## config.mk

```make
export PLATFORM = sky130hd
export DESIGN_NAME = vl_csr_rewriter
export DESIGN_NICKNAME = d
export VERILOG_FILES = /design/src/rtl/vlr_pkg.sv /design/src/rtl/vlr_rst_sync.sv /design/src/rtl/vlr_classify.sv /design/src/rtl/vlr_cache.sv /design/src/rtl/vlr_rewrite.sv /design/src/rtl/vl_csr_rewriter.sv
export SDC_FILE = /design/constraint.sdc
export NUM_CORES = 1
export LEC_CHECK = 0
export BUFFER_PORTS_ARGS = -buffer_cell sky130_fd_sc_hd__buf_2
export CAP_MARGIN = 40
export CORE_AREA = 4 4 48 50
export CTS_BUF_LIST = sky130_fd_sc_hd__clkbuf_4 sky130_fd_sc_hd__clkbuf_8
export DETAILED_ROUTE_END_ITERATION = 6
export DIE_AREA = 0 0 52 54
export HOLD_SLACK_MARGIN = 0.08
export PLACE_DENSITY = 0.79
export SYNTH_ARGS = -nofsm -noshare
export SYNTH_HDL_FRONTEND = slang
export SYNTH_SLANG_ARGS = --single-unit
```

## constraint.sdc

```tcl
create_clock -name clk -period 1.56 [get_ports clk]
set_input_delay 0.078 -clock clk [delete_from_list [all_inputs] [get_ports clk]]
set_output_delay 0.078 -clock clk [all_outputs]
set_load 0.02 [all_outputs]
```

## src/rtl/vlr_pkg.sv

```systemverilog
package vlr_pkg;
  localparam int INSTR_W = 32;
  localparam int REG_W   = 5;
  localparam int CSR_W   = 12;

  localparam logic [6:0] OPC_VCFG   = 7'b1010111;
  localparam logic [6:0] OPC_SYSTEM = 7'b1110011;
  localparam logic [6:0] OPC_OPIMM  = 7'b0010011;
  localparam logic [2:0] F3_VCFG    = 3'b111;
  localparam logic [2:0] F3_CSRRS   = 3'b010;
  localparam logic [2:0] F3_ADDI    = 3'b000;

  typedef struct packed {
    logic             is_cfg;
    logic             is_vl_read;
    logic [REG_W-1:0] rd;
  } vlr_decode_t;
endpackage

```

## src/rtl/vlr_rst_sync.sv

```systemverilog
module vlr_rst_sync #(
  parameter int STAGES = 2
) (
  input  logic clk,
  input  logic rst_ni,
  output logic rst_no
);
  logic [STAGES-1:0] sync_q;
  logic [STAGES-1:0] sync_d;

  always_comb begin
    sync_d = {sync_q[STAGES-2:0], 1'b1};
  end

  always_ff @(posedge clk or negedge rst_ni) begin
    if (!rst_ni) sync_q <= '0;
    else         sync_q <= sync_d;
  end

  assign rst_no = sync_q[STAGES-1];
endmodule

```

## src/rtl/vlr_classify.sv

```systemverilog
module vlr_classify
  import vlr_pkg::*;
#(
  parameter logic [CSR_W-1:0] VL_CSR_ADDR = 12'hC20
) (
  input  logic [INSTR_W-1:0] instr_i,
  output vlr_decode_t        dec_o
);
  logic [6:0]       opc;
  logic [2:0]       f3;
  logic [REG_W-1:0] src;
  logic [CSR_W-1:0] csr;

  always_comb begin
    opc = instr_i[6:0];
    f3  = instr_i[14:12];
    src = instr_i[19:15];
    csr = instr_i[31:20];
    dec_o.rd         = instr_i[11:7];
    dec_o.is_cfg     = (opc == OPC_VCFG) && (f3 == F3_VCFG) && !instr_i[31];
    dec_o.is_vl_read = (opc == OPC_SYSTEM) && (f3 == F3_CSRRS) &&
                       (src == '0) && (csr == VL_CSR_ADDR);
  end
endmodule

```

## src/rtl/vlr_cache.sv

```systemverilog
module vlr_cache
  import vlr_pkg::*;
(
  input  logic             clk,
  input  logic             rst_n,
  input  logic             flush_i,
  input  logic             upd_i,
  input  logic             mode_i,
  input  logic [REG_W-1:0] rd_i,
  output logic [REG_W-1:0] cache_o
);
  logic [REG_W-1:0] cache_q;
  logic [REG_W-1:0] cache_d;
  logic             cache_en;

  always_comb begin
    cache_en = flush_i || upd_i;
    cache_d  = cache_q;
    if (flush_i)     cache_d = '0;
    else if (upd_i)  cache_d = mode_i ? rd_i : '0;
  end

  always_ff @(posedge clk or negedge rst_n) begin
    if (!rst_n)        cache_q <= '0;
    else if (cache_en) cache_q <= cache_d;
  end

  assign cache_o = cache_q;

  assert_load_rd_R2: assert property (@(posedge clk) disable iff (!rst_n)
    (upd_i && mode_i && !flush_i) |=> (cache_q == $past(rd_i)));

  assert_mode_clear_R3: assert property (@(posedge clk) disable iff (!rst_n)
    (upd_i && !mode_i) |=> (cache_q == '0));

  assert_flush_clears_R7: assert property (@(posedge clk) disable iff (!rst_n)
    flush_i |=> (cache_q == '0));

  assert_hold_idle_R8: assert property (@(posedge clk) disable iff (!rst_n)
    (!upd_i && !flush_i) |=> $stable(cache_q));
endmodule

```

## src/rtl/vlr_rewrite.sv

```systemverilog
module vlr_rewrite
  import vlr_pkg::*;
(
  input  logic               clk,
  input  logic               rst_n,
  input  logic               valid_i,
  input  logic               vl_read_i,
  input  logic [REG_W-1:0]   cache_i,
  input  logic [INSTR_W-1:0] instr_i,
  output logic [INSTR_W-1:0] instr_o,
  output logic               rewrite_o
);
  logic             hit;
  logic [INSTR_W-1:0] mv_word;

  always_comb begin
    hit     = valid_i && vl_read_i && (cache_i != '0);
    mv_word = {{(INSTR_W-20){1'b0}}, cache_i, F3_ADDI, instr_i[11:7], OPC_OPIMM};
    instr_o   = hit ? mv_word : instr_i;
    rewrite_o = hit;
  end

  assert_move_shape_R4: assert property (@(posedge clk) disable iff (!rst_n)
    rewrite_o |-> (instr_o[6:0] == 7'b0010011) && (instr_o[11:7] == instr_i[11:7])
                  && (instr_o[31:20] == '0));

  assert_no_rewrite_idle_R5: assert property (@(posedge clk) disable iff (!rst_n)
    rewrite_o |-> (cache_i != '0) && valid_i);

  assert_passthrough_R6: assert property (@(posedge clk) disable iff (!rst_n)
    !rewrite_o |-> (instr_o == instr_i));
endmodule

```

## src/rtl/vl_csr_rewriter.sv

```systemverilog
module vl_csr_rewriter
  import vlr_pkg::*;
#(
  parameter logic [11:0] VL_CSR_ADDR = 12'hC20
) (
  input  logic        clk,
  input  logic        rst_n,
  input  logic        flush_i,
  input  logic        valid_i,
  input  logic        vl_in_reg_i,
  input  logic [31:0] instr_i,
  output logic [31:0] instr_o,
  output logic        rewrite_o
);
  logic             rst_sync_n;
  vlr_decode_t      dec;
  logic [REG_W-1:0] cache;

  vlr_rst_sync #(.STAGES(2)) u_rst (
    .clk    (clk),
    .rst_ni (rst_n),
    .rst_no (rst_sync_n)
  );

  vlr_classify #(.VL_CSR_ADDR(VL_CSR_ADDR)) u_cls (
    .instr_i (instr_i),
    .dec_o   (dec)
  );

  vlr_cache u_cache (
    .clk     (clk),
    .rst_n   (rst_sync_n),
    .flush_i (flush_i),
    .upd_i   (valid_i && dec.is_cfg),
    .mode_i  (vl_in_reg_i),
    .rd_i    (dec.rd),
    .cache_o (cache)
  );

  vlr_rewrite u_rw (
    .clk       (clk),
    .rst_n     (rst_sync_n),
    .valid_i   (valid_i),
    .vl_read_i (dec.is_vl_read),
    .cache_i   (cache),
    .instr_i   (instr_i),
    .instr_o   (instr_o),
    .rewrite_o (rewrite_o)
  );

  assert_reset_idle_R1: assert property (@(posedge clk)
    !rst_sync_n |-> !rewrite_o);
endmodule

```

[Yosys cells after proc, flatten, opt, wreduce, memory -nomap -nowiden]
Cells that the tools add are included.
W data, S select, Z words.
Cells by class
  equal/unequal tests: 5
  muxes and demuxes: 4
  reductions and logical operators: 14
Operator list (number)
  $mux W32: 1
  $mux W5: 3
  $eq A7 B7 Y1 const B: 2
  $eq A12 B12 Y1 const B: 1
  $logic_and A1 B1 Y1: 8
  $logic_not A5 Y1: 1
  $reduce_bool A5 Y1: 1
  $eq A3 B2 Y1 const B: 1
  $eq A3 B3 Y1 const B: 1
  $reduce_and A2 Y1: 1
  $reduce_bool A2 Y1: 1
  $logic_not A1 Y1: 1
  $logic_or A1 B1 Y1: 1
Word-level totals
  flip-flop bits (word level): 7
  input port bits: 37
  output and inout port bits: 33
  logic and storage cells: 25

[Logic depth before layout (Yosys ltp)]
  word-level depth: 7
  gate-level depth with buffers: 4
  gate-level depth less buffers: 3

[Hierarchy]
Synthesis repeated with hierarchy kept, for this count alone.
Unflattened totals
  cells, all modules: 121
  area, all modules: 1007.2 um^2
Modules (own cells, without submodules)
  vlr_rewrite: instances 1, cells an instance 85, area each 616.8 um^2, sequential area each 0.0 um^2
  vlr_cache: instances 1, cells an instance 14, area each 196.4 um^2, sequential area each 125.1 um^2
  vlr_classify: instances 1, cells an instance 18, area each 133.9 um^2, sequential area each 0.0 um^2
  vlr_rst_sync: instances 1, cells an instance 3, area each 53.8 um^2, sequential area each 50.0 um^2
  vl_csr_rewriter: instances 1, cells an instance 1, area each 6.3 um^2, sequential area each 0.0 um^2

[Least setup slack after synthesis]
Ideal clock, no wire load.
  path type: input to output
  start: input port instr_i[20]
  end: output port rewrite_o
  data arrival time: 1.376 ns
  data required time: 1.482 ns
  slack: 0.106 ns
  stages on the path: 4
  buffers on the path: 1
  cells stage by stage: or4_1 -> nor4_4 -> buf_6 -> and3_1
On the way
  cells in the longest elaborated chain, start to end: 4
Ends and longest elaborated chain
  from (decl): line vl_csr_rewriter.sv:11  | input logic [31:0] instr_i,
  $eq A12 B12 Y1: line vlr_classify.sv:22  | (src == '0) && (csr == VL_CSR_ADDR);
  $logic_and A1 B1 Y1: line vlr_classify.sv:22
  $logic_and A1 B1 Y1 (2 in a row): line vlr_rewrite.sv:17  | hit = valid_i && vl_read_i && (cache_i != '0);
  to (decl): line vl_csr_rewriter.sv:13  | output logic rewrite_o
Every way passes these cells.

[Worst setup path in the final report]
  start: input port instr_i[20]
  end: output port instr_o[25]
On the way
  cells in the longest elaborated chain, start to end: 5
Ends and longest elaborated chain
  $eq A12 B12 Y1: line vlr_classify.sv:22
  $logic_and A1 B1 Y1: line vlr_classify.sv:22
  $logic_and A1 B1 Y1 (2 in a row): line vlr_rewrite.sv:17
  $mux W32: line vlr_rewrite.sv:19  | instr_o = hit ? mv_word : instr_i;
  to (decl): line vl_csr_rewriter.sv:12  | output logic [31:0] instr_o,
Every way passes these cells.

==> impl_metrics.py <==
metrics = {
    "die": {
        "fp.coreArea_um2": 1902,
        "io_pins": 70,
        "die_h_um": 54,
        "row_count": 16,
        "die-area_um2": 2808,
        "start_util": 0.3289,
        "die_w_um": 52,
    },
    "drt": {
        "vias": 831,
        "antenna_left": 0,
        "routed_via_density": 5.036,
        "post_drt_wl_per_cell_um": 15.22,
        "first_pass_iters": 4,
        "drt_iter0_drc": 14,
        "drc": 0,
        "routed_wl_um": 2512,
    },
    "clock_network": {
        "h-tree-depth": 1,
        "cts_sinks": 7,
        "clock-root-buffer": "clkbuf_4",
        "cts.path.max_buffers": 2,
        "path_clk_slew_ns": 0.05,
        "cts_tree": "done",
        "clock_latency_ns": 0.25,
        "cts_setup_buffers": 0,
        "cts_buffers": 3,
    },
    "setup_path": {
        "crit_fanout": 6,
        "startpoint_type": "primary input",
        "end_kind": "output pin",
        "path_class": "primary input to output pin",
        "cp.arrival_ns": 1.49,
        "cp.required_ns": 1.48,
    },
    "logic_synthesis": {
        "yosysSeqAreaShare": 0.2800,
        "synth_area_leaders": "dfrtp_1, inv_1, clkbuf_1",
        "syn_nets": 119,
        "synth_top_area_share": 0.2800,
        "synth_ff_type": "dfrtp_1",
        "ys_warn_count": 0,
        "avgSynthCellArea_um2": 7.629,
        "synth.most_common_cell": "inv_1",
        "syn-instance-count": 82,
        "synth-edff-count": 0,
        "synth_seq_cells": 7,
        "ys_types": 24,
        "synth_largest_area_cell": "dfrtp_1",
        "syn_area_um2": 625.6,
        "async_flop_share": 1.000,
        "synthTopCellsByCount": "inv_1, clkbuf_1, dfrtp_1",
    },
    "layout": {
        "drive_gt1_frac": 0.6522,
        "layout.cells.non_filler": 165,
        "n_fill_cell": 170,
        "diodes": 0,
        "area_growth_pct": 67.00,
        "nNetsFinal": 176,
    },
    "place": {
        "port_buffers": 69,
        "gp_congestion": 0.8281,
        "place_inst": 159,
        "hpwl_um": 1859,
    },
    "global_routing": {
        "antenna_found_initial": 0,
        "grt_max_degree": 13,
        "overflow": 0,
        "grt_first_pass_wirelength_um": 3208,
        "grt_util_all_layers": 0.1534,
        "grt_pass1_vias": 751,
    },
    "sta": {
        "fmax_ghz": 0.6390,
        "final-max-slew-violation-count": 0,
        "finalHoldViolCount": 0,
        "setup_tns_ns": -0.01185,
        "setup_viol": 4,
        "rsz0062_at_grt": "true",
        "period_share": 1.003,
        "setup_ws_ns": -0.004921,
        "period_needed_ns": 1.565,
        "skew_ns": 0.003700,
    },
    "pwr": {
        "switchingPower_uw": 188.2,
        "seq_power_share": 0.321,
        "total_power_uw": 583.2,
        "clockPowerShare": 0.309,
        "p_int_uw": 395.0,
        "p_per_area_nw_per_um2": 558.3,
        "combPwrFrac": 0.370,
        "p_leak_nw": 0.5810,
        "netSwitchingFraction": 0.3227,
        "ir_worst_vdd_mv": 0.4131,
    },
    "run": {
        "cap_violations": 0,
    },
    "worst_hold_path": {
        "hold_class": "register to async pin",
    },
    "run_status": {
        "outcome": "complete, but fails checks",
        "violations": "setup timing",
    },
}
-- placed cells by master (no fill, tap or decap), types with 2 or more instances in the layout --
master / synthesis / final
a31o_2: 5 / 5
dfrtp_1: 7 / 7
nand3_1: 3 / 2
buf_2: 0 / 60
buf_4: 5 / 5
buf_6: 1 / 9
o32ai_1: 5 / 5
or4_1: 3 / 2
a31oi_1: 6 / 5
inv_1: 17 / 17
clkbuf_4: 0 / 4
-- power by group through the flow --
stage	sequential (mW)	combinational, mW	clock, mW
2_1_floorplan	0.190	0.114	0
3_3_place_gp	0.190	0.192	0
3_5_place_dp	0.190	0.196	0
4_1_cts	0.187	0.199	0.188
5_1_grt	0.188	0.231	0.198
6_report	0.187	0.216	0.180
-- metal layers --
metal	track usage	vias up	wire length, µm
met5	0	-	0
met4	0.05240	0	24
li1	-	381	-
met2	0.2887	57	1325
met1	0.1636	391	890
met3	0.04155	2	272
-- area by class of cell --
| type | count | area [µm²] | share of cell area |
|---|---|---|---|
| Clock buffer | 4 | 30.03 | 0.02874 |
| Inverter | 17 | 63.81 | 0.06108 |
| Multi-Input combinational cell | 35 | 292.8 | 0.2802 |
| Sequential cell | 7 | 175.2 | 0.1677 |
| Tap cell | 27 | 33.78 | 0.03234 |
| Timing Repair Buffer | 75 | 449.2 | 0.4299 |
-- critical path, cell delays in order --
cell	delay [ns]
buf_6	0.10
or4_4	0.53
nor4_4	0.32
buf_4	0.20
a31oi_1	0.09
buf_2	0.17
-- per-stage QoR --
step                setup WS, ns  utilization  instance area (µm²)  hold WS, ns
floorplan                 0.1061            -                625.6      -0.2176
global placement        -0.02795       0.4816                915.9      -0.1359
detailed placement      -0.05104       0.4816                915.9      -0.1338
CTS                    0.0008499       0.5171                983.4      0.08411
global route            -0.05721       0.5493                 1045       0.1003
finish                 -0.004921       0.5493                 1045      0.07763
-- flip-flops by register name, indices dropped and copies added, names as in the netlist --
name             cells
u_cache.cache_o      5
u_rst.sync_q         2
-- path summary, 6_finish.rpt --
| kind | start | endpoint | slack (ns) | depth (start not counted) |
|---|---|---|---|---|
| min | u_rst.sync_q[1]$_DFF_PN0_ | u_cache.cache_o[4]$_DFFE_PN0P_ | 0.08 | 0 |
| max | instr_i[20] | instr_o[25] | -0.005 | 6 |
| max reg2reg | u_cache.cache_o[2]$_DFFE_PN0P_ | u_cache.cache_o[2]$_DFFE_PN0P_ | 0.88 | 2 |
| min in group clk | instr_i[7] | u_cache.cache_o[0]$_DFFE_PN0P_ | 0.09 | 3 |
| min reg2reg | u_rst.sync_q[1]$_DFF_PN0_ | u_cache.cache_o[4]$_DFFE_PN0P_ | 0.08 | 0 |
| max in group asynchronous | u_rst.sync_q[1]$_DFF_PN0_ | u_cache.cache_o[2]$_DFFE_PN0P_ | 1.30 | 0 |
-- kinds of logic (layout without fill, tap and decap cells) --
family / Yosys count / in the layout / share of synthesized area
other: 1 / 1 / 0.005994
and+or+nand+nor: 17 / 17 / 0.2080
DFF: 7 / 7 / 0.2800
buffers and inverters: 40 / 96 / 0.2920
AOI/OAI and AO/OA: 17 / 17 / 0.2140
-- timing repair --
action,4_1_cts,5_1_grt
resized for setup,6,16
endpoints found under the hold margin,2,0
pin swaps,1,2
endpoints found under the setup margin,12,12
gates cloned,1,0
hold buffers,1,0
No activity file was read; power rests on OpenSTA's default activity.
